`src/rtl/phy_rst_pkg.sv`:
```
package phy_rst_pkg;

  // Cycles needed to cover hold_us microseconds at clk_hz, rounded up.
  function automatic int unsigned hold_cycles(longint unsigned clk_hz, longint unsigned hold_us);
    longint unsigned prod;
    prod = clk_hz * hold_us;
    return int'((prod + 64'd999_999) / 64'd1_000_000);
  endfunction

  // Counter width able to hold values 0..n.
  function automatic int unsigned count_width(int unsigned n);
    return (n < 2) ? 1 : $clog2(n + 1);
  endfunction

endpackage

```
`src/rtl/phy_rst_sync.sv`:
```
module phy_rst_sync #(
  parameter int STAGES = 2
) (
  input  logic clk,
  input  logic arst,
  output logic rst_o
);
  logic [STAGES-1:0] chain;

  generate
    if (STAGES == 1) begin : g_one
      always_ff @(posedge clk or posedge arst) begin
        if (arst) chain <= 1'b1;
        else      chain <= 1'b0;
      end
    end else begin : g_many
      always_ff @(posedge clk or posedge arst) begin
        if (arst) chain <= '1;
        else      chain <= {chain[STAGES-2:0], 1'b0};
      end
    end
  endgenerate

  assign rst_o = chain[STAGES-1];
endmodule

```
`src/rtl/phy_sect_timer.sv`:
```
module phy_sect_timer #(
  parameter int unsigned HOLD = 20,
  parameter int unsigned CW   = phy_rst_pkg::count_width(HOLD)
) (
  input  logic clk,
  input  logic glob_rst,
  input  logic en,
  output logic busy_o,
  output logic term_o
);
  logic [CW-1:0] cnt;
  logic          done;

  // Terminal edge: enabled, not yet released, count at its last value.
  assign term_o = en && !done && (cnt == CW'(HOLD - 1));

  always_ff @(posedge clk or posedge glob_rst) begin
    if (glob_rst) begin
      cnt  <= '0;
      done <= 1'b0;
    end else if (!en) begin
      cnt  <= '0;
      done <= 1'b0;
    end else if (!done) begin
      if (term_o) done <= 1'b1;
      else        cnt  <= cnt + 1'b1;
    end
  end

  assign busy_o = ~done;
endmodule

```
`src/rtl/phy_clk_ctl.sv`:
```
module phy_clk_ctl #(
  parameter int NPORTS = 4
) (
  input  logic              clk,
  input  logic [NPORTS-1:0] en10,
  input  logic [NPORTS-1:0] en100,
  input  logic              byp160,
  input  logic              byp125,
  input  logic              in125_sel,
  input  logic              sel_ref,
  input  logic              sel_xtl,
  output logic              pll160_en,
  output logic              pll125_en,
  output logic              clk_sel_err
);
  logic want160, want125, conflict;

  assign want160  = (|en10) | byp160;
  assign want125  = (|en100) | byp125 | in125_sel;
  assign conflict = sel_ref & sel_xtl;

  // PLL control must not be cleared by the port reset: bypass overrides
  // keep the PLLs running through it.
  always_ff @(posedge clk) begin
    pll160_en   <= want160;
    pll125_en   <= want125;
    clk_sel_err <= conflict;
  end
endmodule

```
`src/rtl/phy_rst_seq.sv`:
```
module phy_rst_seq #(
  parameter int          NPORTS      = 4,
  parameter int          SYNC_STAGES = 2,
  parameter longint      CLK_HZ      = 25_000_000,
  parameter longint      HOLD_US     = 1300,
  parameter int unsigned HOLD_CYCLES = phy_rst_pkg::hold_cycles(CLK_HZ, HOLD_US)
) (
  input  logic              clk,
  input  logic              hw_rst,
  input  logic              por_rst,
  input  logic [NPORTS-1:0] en10,
  input  logic [NPORTS-1:0] en100,
  input  logic              byp160,
  input  logic              byp125,
  input  logic              in125_sel,
  input  logic              sel_ref,
  input  logic              sel_xtl,
  output logic [NPORTS-1:0] busy,
  output logic [NPORTS-1:0] busy10,
  output logic [NPORTS-1:0] busy100,
  output logic              pll160_en,
  output logic              pll125_en,
  output logic              clk_sel_err
);
  localparam int unsigned CW = phy_rst_pkg::count_width(HOLD_CYCLES);

  logic              any_rst;
  logic              glob_rst;
  logic [NPORTS-1:0] term10;
  logic [NPORTS-1:0] term100;

  assign any_rst = hw_rst | por_rst;

  phy_rst_sync #(.STAGES(SYNC_STAGES)) u_sync (
    .clk   (clk),
    .arst  (any_rst),
    .rst_o (glob_rst)
  );

  for (genvar p = 0; p < NPORTS; p++) begin : g_port
    phy_sect_timer #(.HOLD(HOLD_CYCLES), .CW(CW)) u_t10 (
      .clk      (clk),
      .glob_rst (glob_rst),
      .en       (en10[p]),
      .busy_o   (busy10[p]),
      .term_o   (term10[p])
    );
    phy_sect_timer #(.HOLD(HOLD_CYCLES), .CW(CW)) u_t100 (
      .clk      (clk),
      .glob_rst (glob_rst),
      .en       (en100[p]),
      .busy_o   (busy100[p]),
      .term_o   (term100[p])
    );
    assign busy[p] = glob_rst | busy10[p] | busy100[p];
  end

  phy_clk_ctl #(.NPORTS(NPORTS)) u_clk (
    .clk         (clk),
    .en10        (en10),
    .en100       (en100),
    .byp160      (byp160),
    .byp125      (byp125),
    .in125_sel   (in125_sel),
    .sel_ref     (sel_ref),
    .sel_xtl     (sel_xtl),
    .pll160_en   (pll160_en),
    .pll125_en   (pll125_en),
    .clk_sel_err (clk_sel_err)
  );
endmodule

```
`config.mk`:
```
export PLATFORM = sky130hd
export DESIGN_NAME = phy_rst_seq
export DESIGN_NICKNAME = d
export VERILOG_FILES = /design/src/rtl/phy_rst_pkg.sv /design/src/rtl/phy_rst_sync.sv /design/src/rtl/phy_sect_timer.sv /design/src/rtl/phy_clk_ctl.sv /design/src/rtl/phy_rst_seq.sv
export SDC_FILE = /design/constraint.sdc
export NUM_CORES = 1
export LEC_CHECK = 0
export CORE_ASPECT_RATIO = 1.4
export CORE_MARGIN = 2
export CORE_UTILIZATION = 40
export DETAILED_ROUTE_END_ITERATION = 6
export DONT_BUFFER_PORTS = 1
export GPL_TIMING_DRIVEN = 1
export SLEW_MARGIN = 0
export SYNTH_ARGS = -nofsm -noshare
export SYNTH_HDL_FRONTEND = slang
export SYNTH_SLANG_ARGS = --single-unit
```
`constraint.sdc`:
```
create_clock -name clk -period 3.85 [get_ports clk]
set_input_delay 0.77 -clock clk [delete_from_list [all_inputs] [get_ports clk]]
set_output_delay 0.77 -clock clk [all_outputs]
set_load 0.005 [all_outputs]
```
==> flow_summary.yaml <==
placed_design:
  place_congestion: 0.807
  place_hpwl_um: 9240
  placed_area_mm2: 0.00690
  port_buffers: 0
floorplan:
  core_area_mm2: 0.0166
  die_x_um: 114
  row_count: 56
  start_util_pct: 40.6
  die_h_um: 158
  num_io_pins: 31
  die_area_mm2: 0.0179
synth:
  synth_cell_type_count: 46
  synth.top_cells.by_count: "128 x dfrtp_1, 63 x nor2_1, 59 x nand2_1"
  syn_nets: 714
  async_flop_share_pct: 97.7
  yosysWarnings: 0
  synth-edff-count: 0
  synth_top_area_share_pct: 47.5
  yosysSeqAreaShare_pct: 49.1
  yosysMostFrequentCell: "dfrtp_1"
  synthCells: 690
  yosys-top-cells-area: "dfrtp_1 47%, xor2_1 5.1%, xnor2_1 4.8%"
  synth_top_cell_by_area: "dfrtp_1"
  syn_area_mm2: 0.00675
  synth_seq_cells: 133
  syn_avg_cell_area_um2: 9.78
  ys.flop_type: "dfrtp_1"
clocking:
  cts_hold_buf: 0
  clkTransAtPathRegs_ps: 60
  clock_latency_ps: 420
  numCtsBuffers: 17
  clock_sinks: 133
  htree_levels: 4
  cts_setup_buffers: 0
  root_buffer: "clkbuf_16"
  cts_buffer_depth: 2
  cts_tree: "built"
  cts_resized: 0
final_layout:
  fin_area_mm2: 0.00755
  drive_gt1_share_pct: 6.02
  antenna_cells: 0
  nNetsFinal: 709
  final_util_pct: 45.5
  syn2layout_area_growth_pct: 11.9
grt:
  grt_pass1_wl_um: 23200
  grt_overflow: 0
  grt_use_total_pct: 16.1
  grt_antenna_before_repair: 0
  grt_max_degree: 70
  first_global_vias: 5010
job:
  max_cap_viol_count: 0
timing:
  tns_ps: 0
  finalSetupViolations: 0
  rsz0062_at_grt: "no"
  slew_headroom_pct: 36.1
  slew_violations: 0
  period_needed_ps: 2320
  finClkSkew_ps: 6.70
  tightest_slew_ps: 950
  timing.final.crit_share_pct: 60.2
  fmax_mhz: 431
  hold_violations: 0
hold_path:
  min_path_type: "reg2async"
critical_path:
  crit_path_max_incr_delay_ps: 540
  r2r-start: "g_port[3].u_t10.cnt[0]$_DFFE_PP0P_"
  crit_slowest_cell: "dfstp_2"
  crit_chain: "clkinvlp_4, buf_4, nand3_1"
  r2r_end: "g_port[3].u_t10.cnt[1]$_DFFE_PP0P_"
  worst_r2r_path_depth: 5
  cp_max_fo: 31
  start_kind: "register"
  required_ps: 3080
  cp.arrival_ps: 1550
  worstSetupPathType: "reg2out"
  cp-end-kind: "output pin"
  reg2reg_slack_ps: 1830
pwr:
  vdd_ir_drop_max_uv: 282
  total_power_mw: 3.33
  p_per_area_mw_per_mm2: 441
  p_leak_nw: 3.24
route:
  via_per_inst: 5.45
  firstDrtPassIters: 5
  vias: 4913
  drtAntennaViolNets: 0
  drt_iter0_markers: 197
  wl_per_cell_um: 14.8
  remaining_drc_errors: 0
  wl_um: 13300
status:
  status: "finished, final reports clean"
## routing by layer
metal  vias to the layer above  global-route usage [%]  share of wire (%)
met1                      2420                    19.2                 44
met5                         -                       0                  0
met3                        22                    3.91                3.1
li1                       2399                       -                  -
met2                        72                    28.1                 51
met4                         0                    6.27                1.8
## cell usage in the layout (no fill, tap or decap), drive strengths merged, types with 6 or more instances in the layout
cell | synthesis | routed
nor4 | 17 | 17
and2 | 34 | 34
nand2b | 15 | 15
mux2i | 15 | 15
nor4b | 6 | 6
xor2 | 39 | 39
nand3 | 41 | 41
clkbuf | 19 | 19
dfrtp | 128 | 128
or3 | 12 | 12
a21oi | 18 | 18
and4b | 6 | 6
inv | 23 | 23
ha | 8 | 8
nor2 | 63 | 63
nand4 | 34 | 34
nand3b | 7 | 7
xnor2 | 37 | 37
and3 | 9 | 9
nand2 | 59 | 59
o21ai | 18 | 18
nor3 | 14 | 14
## sequential cells by signal, indices dropped and copies added (netlist names)
signal              cells
g_port.u_t10.cnt       60
g_port.u_t10.done       4
g_port.u_t100.cnt      60
g_port.u_t100.done      4
u_clk.clk_sel_err       1
u_clk.pll125_en         1
u_clk.pll160_en         1
u_sync.chain            2
## through the flow
stage | setup slack (ps) | cells | hold WS [ps]
3_5_place_dp | 1940 | 869 | 137
5_1_grt | 1430 | 901 | 151
3_3_place_gp | 1970 | 869 | 134
2_1_floorplan | 318 | 690 | 345
4_1_cts | 1500 | 901 | 139
6_report | 1530 | 901 | 145
## worst max-delay path by stage
stage,start,to,slack [ps]
floorplan,u_sync.chain[1]$_DFF_PP1_,busy[0],320
global placement,u_sync.chain[1]$_DFF_PP1_,busy[1],1970
detailed placement,g_port[1].u_t10.cnt[0]$_DFFE_PP0P_,g_port[1].u_t10.cnt[12]$_DFFE_PP0P_,1940
CTS,u_sync.chain[1]$_DFF_PP1_,busy[1],1500
global route,u_sync.chain[1]$_DFF_PP1_,busy[1],1430
finish,u_sync.chain[1]$_DFF_PP1_,busy[1],1530
## layout make-up
type / count / area, um2
Multi-Input combinational cell: 507 / 3210
Clock buffer: 19 / 453
Inverter: 23 / 90.1
Fill cell: 1552 / 9050
Timing Repair Buffer: 3 / 22.5
Tap cell: 203 / 254
Clock inverter: 13 / 203
Sequential cell: 133 / 3320
## where the power goes
part           internal [mW]  switching, mW  total, mW  leakage, nW
logic                 0.0330         0.0627     0.0957         1.11
registers               1.42         0.0247       1.45         1.81
clock network           1.18          0.608       1.79        0.319
## cells by family (layout without fill, tap and decap cells)
kind of cell	after synthesis	in the layout	share of synthesized area, %
AOI/OAI and AO/OA	58	58	5.45
xor gates and xnor gates	76	76	9.86
adders and majority gates	8	8	1.48
buffers and inverters	50	58	3.23
DFF	133	133	49.1
muxes	15	15	2.23
other	1	1	0.0556
and+or+nand+nor	349	349	28.6
## critical path, delay by kind of cell (launching register included)
family                 cells  cell delay, ps
and+or+nand+nor            1             150
buffers and inverters      2             430
DFF                        1             540
(Power assumes the default switching activity.)
